### src/rtl/conv_serial_pkg.sv
package conv_serial_pkg;
   typedef enum logic {
      RD_AFTER  = 1'b0,
      RD_DURING = 1'b1
   } rd_mode_e;
endpackage

### src/rtl/conv_serial_edge.sv
module conv_serial_edge #(
   parameter int SYNC_STAGES = 2
) (
   input  logic clk,
   input  logic rst_n,
   input  logic sig_in,
   output logic rise,
   output logic fall
);
   logic sig_s;
   logic sig_prev;

   generate
      if (SYNC_STAGES == 0) begin : g_direct
         assign sig_s = sig_in;
      end else begin : g_sync
         logic [SYNC_STAGES-1:0] stage_q;
         always_ff @(posedge clk or negedge rst_n) begin
            if (!rst_n) stage_q <= '0;
            else if (SYNC_STAGES == 1) stage_q <= sig_in;
            else stage_q <= {stage_q[SYNC_STAGES-2:0], sig_in};
         end
         assign sig_s = stage_q[SYNC_STAGES-1];
      end
   endgenerate

   always_ff @(posedge clk or negedge rst_n) begin
      if (!rst_n) sig_prev <= 1'b0;
      else        sig_prev <= sig_s;
   end

   assign rise = sig_s & ~sig_prev;
   assign fall = ~sig_s & sig_prev;
endmodule

### src/rtl/conv_serial_seq.sv
module conv_serial_seq
   import conv_serial_pkg::*;
#(
   parameter int DATA_W = 16,
   parameter int CNT_W  = 5
) (
   input  logic             clk,
   input  logic             rst_n,
   input  logic             ext_sel,
   input  logic             cs_n,
   input  logic             rd_n,
   input  logic             busy,
   input  logic             sclk_rise,
   input  logic             sclk_fall,
   output logic             load_en,
   output logic             restore,
   output logic             shift_en,
   output logic             capture_en,
   output logic             chain_use,
   output logic             in_prog,
   output logic [CNT_W-1:0] cnt,
   output logic             rd_err
);
   localparam logic [CNT_W-1:0] FULL = CNT_W'(DATA_W);

   logic       busy_q;
   logic       pend_q;
   logic       armed_q;
   rd_mode_e   mode_q;
   logic       sel;
   logic       act;
   logic       busy_fall;
   logic       arm_now;

   always_comb begin
      sel        = ~cs_n;
      act        = ext_sel & sel & ~rd_n;
      in_prog    = armed_q & (cnt < FULL);
      busy_fall  = busy_q & ~busy;
      load_en    = (busy_fall | pend_q) & ~in_prog;
      restore    = ~sel;
      arm_now    = act & sclk_rise & ~armed_q & ~load_en;
      capture_en = act & sclk_rise & ~load_en;
      shift_en   = act & sclk_fall & armed_q & ~load_en;
      chain_use  = armed_q & (mode_q == RD_AFTER);
   end

   always_ff @(posedge clk or negedge rst_n) begin
      if (!rst_n) begin
         busy_q  <= 1'b0;
         pend_q  <= 1'b0;
         rd_err  <= 1'b0;
         armed_q <= 1'b0;
         mode_q  <= RD_AFTER;
         cnt     <= '0;
      end else begin
         busy_q <= busy;
         rd_err <= busy_fall & in_prog;
         if (load_en)        pend_q <= 1'b0;
         else if (busy_fall) pend_q <= 1'b1;
         if (!sel || load_en) begin
            armed_q <= 1'b0;
            cnt     <= '0;
         end else begin
            if (arm_now) begin
               armed_q <= 1'b1;
               mode_q  <= busy ? RD_DURING : RD_AFTER;
            end
            if (shift_en && cnt < FULL) cnt <= cnt + 1'b1;
         end
      end
   end
endmodule

### src/rtl/conv_serial_shift.sv
module conv_serial_shift #(
   parameter int DATA_W = 16
) (
   input  logic              clk,
   input  logic              rst_n,
   input  logic              load_en,
   input  logic              restore,
   input  logic              shift_en,
   input  logic              capture_en,
   input  logic              chain_use,
   input  logic              chain_in,
   input  logic [DATA_W-1:0] result,
   output logic [DATA_W-1:0] hold,
   output logic              msb
);
   logic [DATA_W-1:0] sh_q;
   logic              chain_q;
   logic              fill_bit;

   assign fill_bit = chain_q & chain_use;
   assign msb      = sh_q[DATA_W-1];

   always_ff @(posedge clk or negedge rst_n) begin
      if (!rst_n) begin
         hold    <= '0;
         sh_q    <= '0;
         chain_q <= 1'b0;
      end else begin
         if (capture_en) chain_q <= chain_in;
         if (load_en) begin
            hold <= result;
            sh_q <= result;
         end else if (restore) begin
            sh_q <= hold;
         end else if (shift_en) begin
            sh_q <= {sh_q[DATA_W-2:0], fill_bit};
         end
      end
   end
endmodule

### src/rtl/conv_serial_port.sv
module conv_serial_port #(
   parameter int DATA_W      = 16,
   parameter int SYNC_STAGES = 2
) (
   input  logic              clk,
   input  logic              rst_n,
   input  logic              ext_sel,
   input  logic              sclk,
   input  logic              cs_n,
   input  logic              rd_n,
   input  logic              chain_in,
   input  logic              busy,
   input  logic [DATA_W-1:0] result,
   output logic              sdo,
   output logic              rd_err
);
   localparam int CNT_W = $clog2(DATA_W + 1);

   generate
      if (DATA_W < 2) begin : g_bad_width
         $error("conv_serial_port: DATA_W must be at least 2");
      end
      if (SYNC_STAGES < 0 || SYNC_STAGES > 4) begin : g_bad_sync
         $error("conv_serial_port: SYNC_STAGES must lie in 0..4");
      end
   endgenerate

   logic              sclk_rise;
   logic              sclk_fall;
   logic              load_en;
   logic              restore;
   logic              shift_en;
   logic              capture_en;
   logic              chain_use;
   logic              in_prog;
   logic [CNT_W-1:0]  cnt;
   logic [DATA_W-1:0] hold;
   logic              msb;

   conv_serial_edge #(.SYNC_STAGES(SYNC_STAGES)) u_edge (
      .clk   (clk),
      .rst_n (rst_n),
      .sig_in(sclk),
      .rise  (sclk_rise),
      .fall  (sclk_fall)
   );

   conv_serial_seq #(.DATA_W(DATA_W), .CNT_W(CNT_W)) u_seq (
      .clk       (clk),
      .rst_n     (rst_n),
      .ext_sel   (ext_sel),
      .cs_n      (cs_n),
      .rd_n      (rd_n),
      .busy      (busy),
      .sclk_rise (sclk_rise),
      .sclk_fall (sclk_fall),
      .load_en   (load_en),
      .restore   (restore),
      .shift_en  (shift_en),
      .capture_en(capture_en),
      .chain_use (chain_use),
      .in_prog   (in_prog),
      .cnt       (cnt),
      .rd_err    (rd_err)
   );

   conv_serial_shift #(.DATA_W(DATA_W)) u_shift (
      .clk       (clk),
      .rst_n     (rst_n),
      .load_en   (load_en),
      .restore   (restore),
      .shift_en  (shift_en),
      .capture_en(capture_en),
      .chain_use (chain_use),
      .chain_in  (chain_in),
      .result    (result),
      .hold      (hold),
      .msb       (msb)
   );

   assign sdo = (ext_sel & ~cs_n & ~rd_n) ? msb : 1'b0;
endmodule

### config.mk
export PLATFORM = sky130hd
export DESIGN_NAME = conv_serial_port
export DESIGN_NICKNAME = d
export VERILOG_FILES = /design/src/rtl/conv_serial_pkg.sv /design/src/rtl/conv_serial_edge.sv /design/src/rtl/conv_serial_seq.sv /design/src/rtl/conv_serial_shift.sv /design/src/rtl/conv_serial_port.sv
export SDC_FILE = /design/constraint.sdc
export NUM_CORES = 1
export LEC_CHECK = 0
export CAP_MARGIN = 40
export CORE_UTILIZATION = 45
export CTS_CLUSTER_DIAMETER = 120
export DETAILED_ROUTE_END_ITERATION = 6
export GPL_ROUTABILITY_DRIVEN = 0
export GPL_TIMING_DRIVEN = 0
export PLACE_DENSITY_LB_ADDON = 0.1
export SYNTH_ARGS = -nofsm -noshare
export SYNTH_HDL_FRONTEND = slang
export SYNTH_SLANG_ARGS = --single-unit
### constraint.sdc
create_clock -name clk -period 2 [get_ports clk]
set_clock_uncertainty 0.1 [all_clocks]
set_input_delay 0.2 -clock clk [delete_from_list [all_inputs] [get_ports clk]]
set_output_delay 0.2 -clock clk [all_outputs]
set_load 0.05 [all_outputs]
### After elaboration in Yosys (flattened, before gate mapping)

Cells that the tools add are included.

| storage, ports and cells | value |
|---|---|
| register bits after elaboration | 46 |
| input bits | 24 |
| output and inout bits | 2 |
| logic and storage cells | 59 |

| cells by class | value |
|---|---|
| $add $sub $neg | 1 |
| magnitude comparators | 1 |
| muxes and demuxes | 11 |
| bitwise gates (word level) | 28 |
| reduce and logical (&&, ||, !) cells | 7 |

Operators by type and width:

| kind | number |
|---|---|
| two-way mux 16 bit | 3 |
| AND 1 bit | 17 |
| two-way mux 5 bit | 2 |
| inverter 1 bit | 10 |
| two-way mux 1 bit | 6 |
| nonzero test 2 bit | 3 |
| adder 5 x 1 -> 5 bit, second input constant | 1 |
| < comparator 5 bit, second input constant | 1 |
| nonzero test 3 bit | 1 |
| AND reduction 2 bit | 1 |
| logical AND 1 bit | 1 |
| logical OR 1 bit | 1 |
| OR 1 bit | 1 |

### Logic depth before layout (Yosys ltp)

| depth | value |
|---|---|
| depth after elaboration | 9 |
| gate-level depth with buffers | 6 |

### Modules after synthesis

From an unflattened synthesis, not the netlist that was laid out.

| unflattened totals | value |
|---|---|
| cell total of the unflattened synthesis | 215 |
| area total of the unflattened synthesis | 2,125.8 um^2 |

Modules (own cells, without submodules):

| module | times used | cells an instance | area an instance (um^2) |
|---|---|---|---|
| conv_serial_shift | 1 | 159 | 1,500.2 |
| conv_serial_seq | 1 | 50 | 523.0 |
| conv_serial_edge | 1 | 5 | 90.1 |
| conv_serial_port | 1 | 1 | 12.5 |

### Least setup slack after synthesis

No wires, ideal clock.

| path | value |
|---|---|
| path type | input-to-reg |
| start point | input port cs_n |
| end point | register u_seq.mode_q |
| data arrival time | 1,640 ps |
| data required time | 1,775 ps |
| setup slack | 135 ps |
| stages | 6 |
| path buffers | 2 |
| path through | buf_6 > or3b_1 > buf_2 > or3b_4 > nor3_2 > mux2_2 |

| between the ends | value |
|---|---|
| word-level cells in the longest chain between the ends | 7 |

Ends and longest elaborated chain:

| item | line | text |
|---|---|---|
| start: declaration | conv_serial_port.sv:9 | `input logic cs_n,` |
| inverter 1 bit | conv_serial_seq.sv:36 | `sel = ~cs_n;` |
| AND 1 bit (2 in series) | conv_serial_seq.sv:37 | `act = ext_sel & sel & ~rd_n;` |
| AND 1 bit (3 in series) | conv_serial_seq.sv:42 | `arm_now = act & sclk_rise & ~armed_q & ~load_en;` |
| AND reduction 2 bit (no source line) (*) | n/a |  |
| end signal: assignment | conv_serial_seq.sv:67 | `mode_q <= busy ? RD_DURING : RD_AFTER;` |
| end: declaration | conv_serial_seq.sv:29 | `rd_mode_e mode_q;` |

Mark *: on every way between the ends. The rest lies on a longest branch, timed or not.
A chain may end at the register's enable or synchronous reset.

### Worst setup path after layout

| path | value |
|---|---|
| start point | register u_edge.g_sync.stage_q[1] |
| end point | register u_shift.sh_q[7] |

| between the ends | value |
|---|---|
| word-level cells in the longest chain between the ends | 6 |

Ends and longest elaborated chain:

| item | line | text |
|---|---|---|
| start: declaration | conv_serial_edge.sv:17 | `logic [SYNC_STAGES-1:0] stage_q;` |
| start signal: assignment | conv_serial_edge.sv:20 | `else if (SYNC_STAGES == 1) stage_q <= sig_in;` |
| start signal: assignment | conv_serial_edge.sv:21 | `else stage_q <= {stage_q[SYNC_STAGES-2:0], sig_in};` |
| inverter 1 bit | conv_serial_edge.sv:33 | `assign fall = ~sig_s & sig_prev;` |
| AND 1 bit | conv_serial_edge.sv:33 |  |
| AND 1 bit (3 in series) | conv_serial_seq.sv:44 | `shift_en = act & sclk_fall & armed_q & ~load_en;` |
| nonzero test 3 bit (no source line) | n/a |  |
| end signal: assignment | conv_serial_shift.sv:32 | `sh_q <= result;` |
| end signal: assignment | conv_serial_shift.sv:34 | `sh_q <= hold;` |
| end signal: assignment | conv_serial_shift.sv:36 | `sh_q <= {sh_q[DATA_W-2:0], fill_bit};` |
| end: declaration | conv_serial_shift.sv:16 | `logic [DATA_W-1:0] sh_q;` |

Every way passes these cells.

==> qor.yml <==
power_density_nw_per_um2: 798.0
netlist_instances: 190
yosys.area.top_type: "dfrtp_1"
drv_cap: 0
critical_path_arrival_ns: 1.88
dieArea_um2: 4794
ys_types: 30
grt_pass1_wl_mm: 7.320
finalSetupViolCount: 0
ys.warnings.count: 0
end_kind: "flip-flop"
ys_ff_latch: 46
relSlewSlack: 0.6239
track_usage: 0.1954
grt_overflow_total: 0
wirelength_mm: 4.145
synth-edff-count: 0
cts_root_buf: "clkbuf_8"
fin_crit_ns: 1.828
p_leak_nw: 1.203
die_h_um: 69.24
die_w_um: 69.24
post_drt_via_cell_ratio: 5.273
route.detailed.drc: 0
async_flop_share: 1.000
start_util: 0.4672
clk_latency_ns: 0.29
cts_buffers: 5
core_um2: 4354
slew_viol_final: 0
status: "finished, final reports clean"
synth_nets: 215
hpwl_mm: 2.814
synth_top_cell_area_share: 0.5658
critPathLaunchType: "flip-flop"
htree_levels: 2
finalNetCount: 254
n_antenna_cell: 0
clock.fmax_mhz: 547.0
worstMarginPinSlew_ns: 0.5642
path_class: "flip-flop to flip-flop"
min-delay-path-class: "input port to flip-flop"
cts_tree: "yes"
dr.pass1.iters: 4
cts.path.max_buffers: 2
first_global_vias: 1510
synthTopCellsByCount: "nand2_1, dfrtp_1, o21ai_0"
hold_viol: 0
rows: 24
drtIter0Drc: 63
ios: 26
areaGrowthSynthToFinish_pct: 24.48
grt_max_degree: 31
critPathMaxFanout: 10
cp_data_required_time_ns: 2.05
wl_per_cell_um: 14.70
ys_seq_area_frac: 0.5658
min_period_over_period: 0.9140
layout-drive-gt1-share: 0.1826
cts_num_sinks: 46
io_buffer_count: 24
synth_area_um2: 2034
synthTopCellsByArea: "dfrtp_1, nand2_1, mux2_2, mux2i_1, o21ai_0"
dpl_cell_area_um2: 2355
grt_antenna_before_repair: 0
antenna_left: 0
yosys_most_used_dff: "dfrtp_1"
setup_tns_ns: 0
synth.avg_cell_area_um2: 10.71
ir_drop_uv: 527.3
yosysMostFrequentCell: "nand2_1"
finish.instance_area_um2: 2532
path_clk_slew_ns: 0.08
dr_total_vias: 1487
-- critical path, cell delays in order, from the launching register on --
cell,delay [ns]
dfrtp_1,0.39
nand3b_1,0.36
o21ai_4,0.29
buf_4,0.25
mux2i_1,0.19
o21ai_0,0.10
-- worst paths after layout --
kind / start / end / slack [ns] / cells past startpoint
setup reg to reg: u_edge.g_sync.stage_q[1]$_DFF_PN0_ / u_shift.sh_q[7]$_DFFE_PN0P_ / 0.17 / 5
hold / removal: cs_n / u_seq.armed_q$_DFFE_PN0P_ / 0.21 / 4
setup / recovery: u_edge.g_sync.stage_q[1]$_DFF_PN0_ / u_shift.sh_q[7]$_DFFE_PN0P_ / 0.17 / 5
hold reg to reg: u_edge.g_sync.stage_q[0]$_DFF_PN0_ / u_edge.g_sync.stage_q[1]$_DFF_PN0_ / 0.25 / 0
min in group asynchronous: rst_n / u_seq.cnt[0]$_DFFE_PN0P_ / 0.26 / 2
max in group asynchronous: rst_n / u_seq.armed_q$_DFFE_PN0P_ / 1.05 / 3
-- per-stage QoR --
| stage | std cells | util | worst slack, ns | power, mW | hold WS (ns) |
|---|---|---|---|---|---|
| floorplan | 190 | - | 0.1353 | 1.318 | -0.1956 |
| global placement | 266 | 0.5374 | -0.5454 | 1.427 | 0.2333 |
| detailed placement | 267 | 0.5408 | -0.3849 | 1.453 | 0.05391 |
| CTS | 276 | 0.5661 | 0.01720 | 2.028 | 0.1959 |
| global route | 282 | 0.5816 | -0.007007 | 2.140 | 0.2346 |
| finish | 282 | 0.5816 | 0.1720 | 2.021 | 0.2137 |
-- what timing repair did --
item	4_1_cts	5_1_grt
setup endpoints to repair	11	25
gates cloned	0	0
buffers inserted	0	6
hold buffers	1	0
pin swaps	0	4
gates resized for setup	4	15
hold endpoints to repair	16	0
-- layer usage --
metal  up-vias  routed length [um]  share of wire  GRT usage
met2        30                1964           0.47     0.3107
li1        723                   -              -          -
met3         7                 167          0.040    0.04942
met5         -                   0              0          0
met1       727                1953           0.47     0.2626
met4         0                  60          0.014    0.06349
-- flip-flops by register name (all words and copies together), names as in the netlist --
signal,flops
u_seq.pend_q,1
u_seq.busy_q,1
u_shift.chain_q,1
u_seq.cnt,5
u_shift.hold,16
u_edge.sig_prev,1
u_seq.armed_q,1
u_seq.mode_q,1
u_edge.g_sync.stage_q,2
u_seq.rd_err,1
u_shift.sh_q,16
-- layout make-up --
type / count / area, um^2
repair buffers: 32 / 310.3
multi-input cells: 134 / 854.6
clock buffers: 7 / 86.33
well taps: 52 / 65.06
flip-flops and latches: 46 / 1152
inverters: 2 / 7.507
clock inverters: 1 / 5.005
fillers: 376 / 1822
plain buffers: 8 / 51.30
-- layout by cell type (no fill, tap or decap), drive strengths merged, types with 3 or more instances in the layout --
master / n
buf: 12
clkbuf: 12
clkdlybuf4s50: 20
dfrtp: 46
mux2: 16
mux2i: 15
nand2: 52
nor2: 10
nor3: 3
o21ai: 19
xnor2: 3
-- kinds of logic after synthesis --
logic type,share of synthesized area
adder cells (fa/ha/maj),0.006149
flip-flops,0.5658
multiplexers,0.1624
XOR/XNOR,0.01292
AO/OA/AOI/OAI,0.06826
AND/OR/NAND/NOR,0.1599
buffers and inverters,0.02460
-- power by group --
| part | switching (mW) | internal, mW |
|---|---|---|
| Combinational | 0.153 | 0.178 |
| Clock | 0.293 | 0.279 |
| Sequential | 0.0670 | 1.05 |
| Total | 0.514 | 1.51 |
No activity file was read; power rests on OpenSTA's default activity.
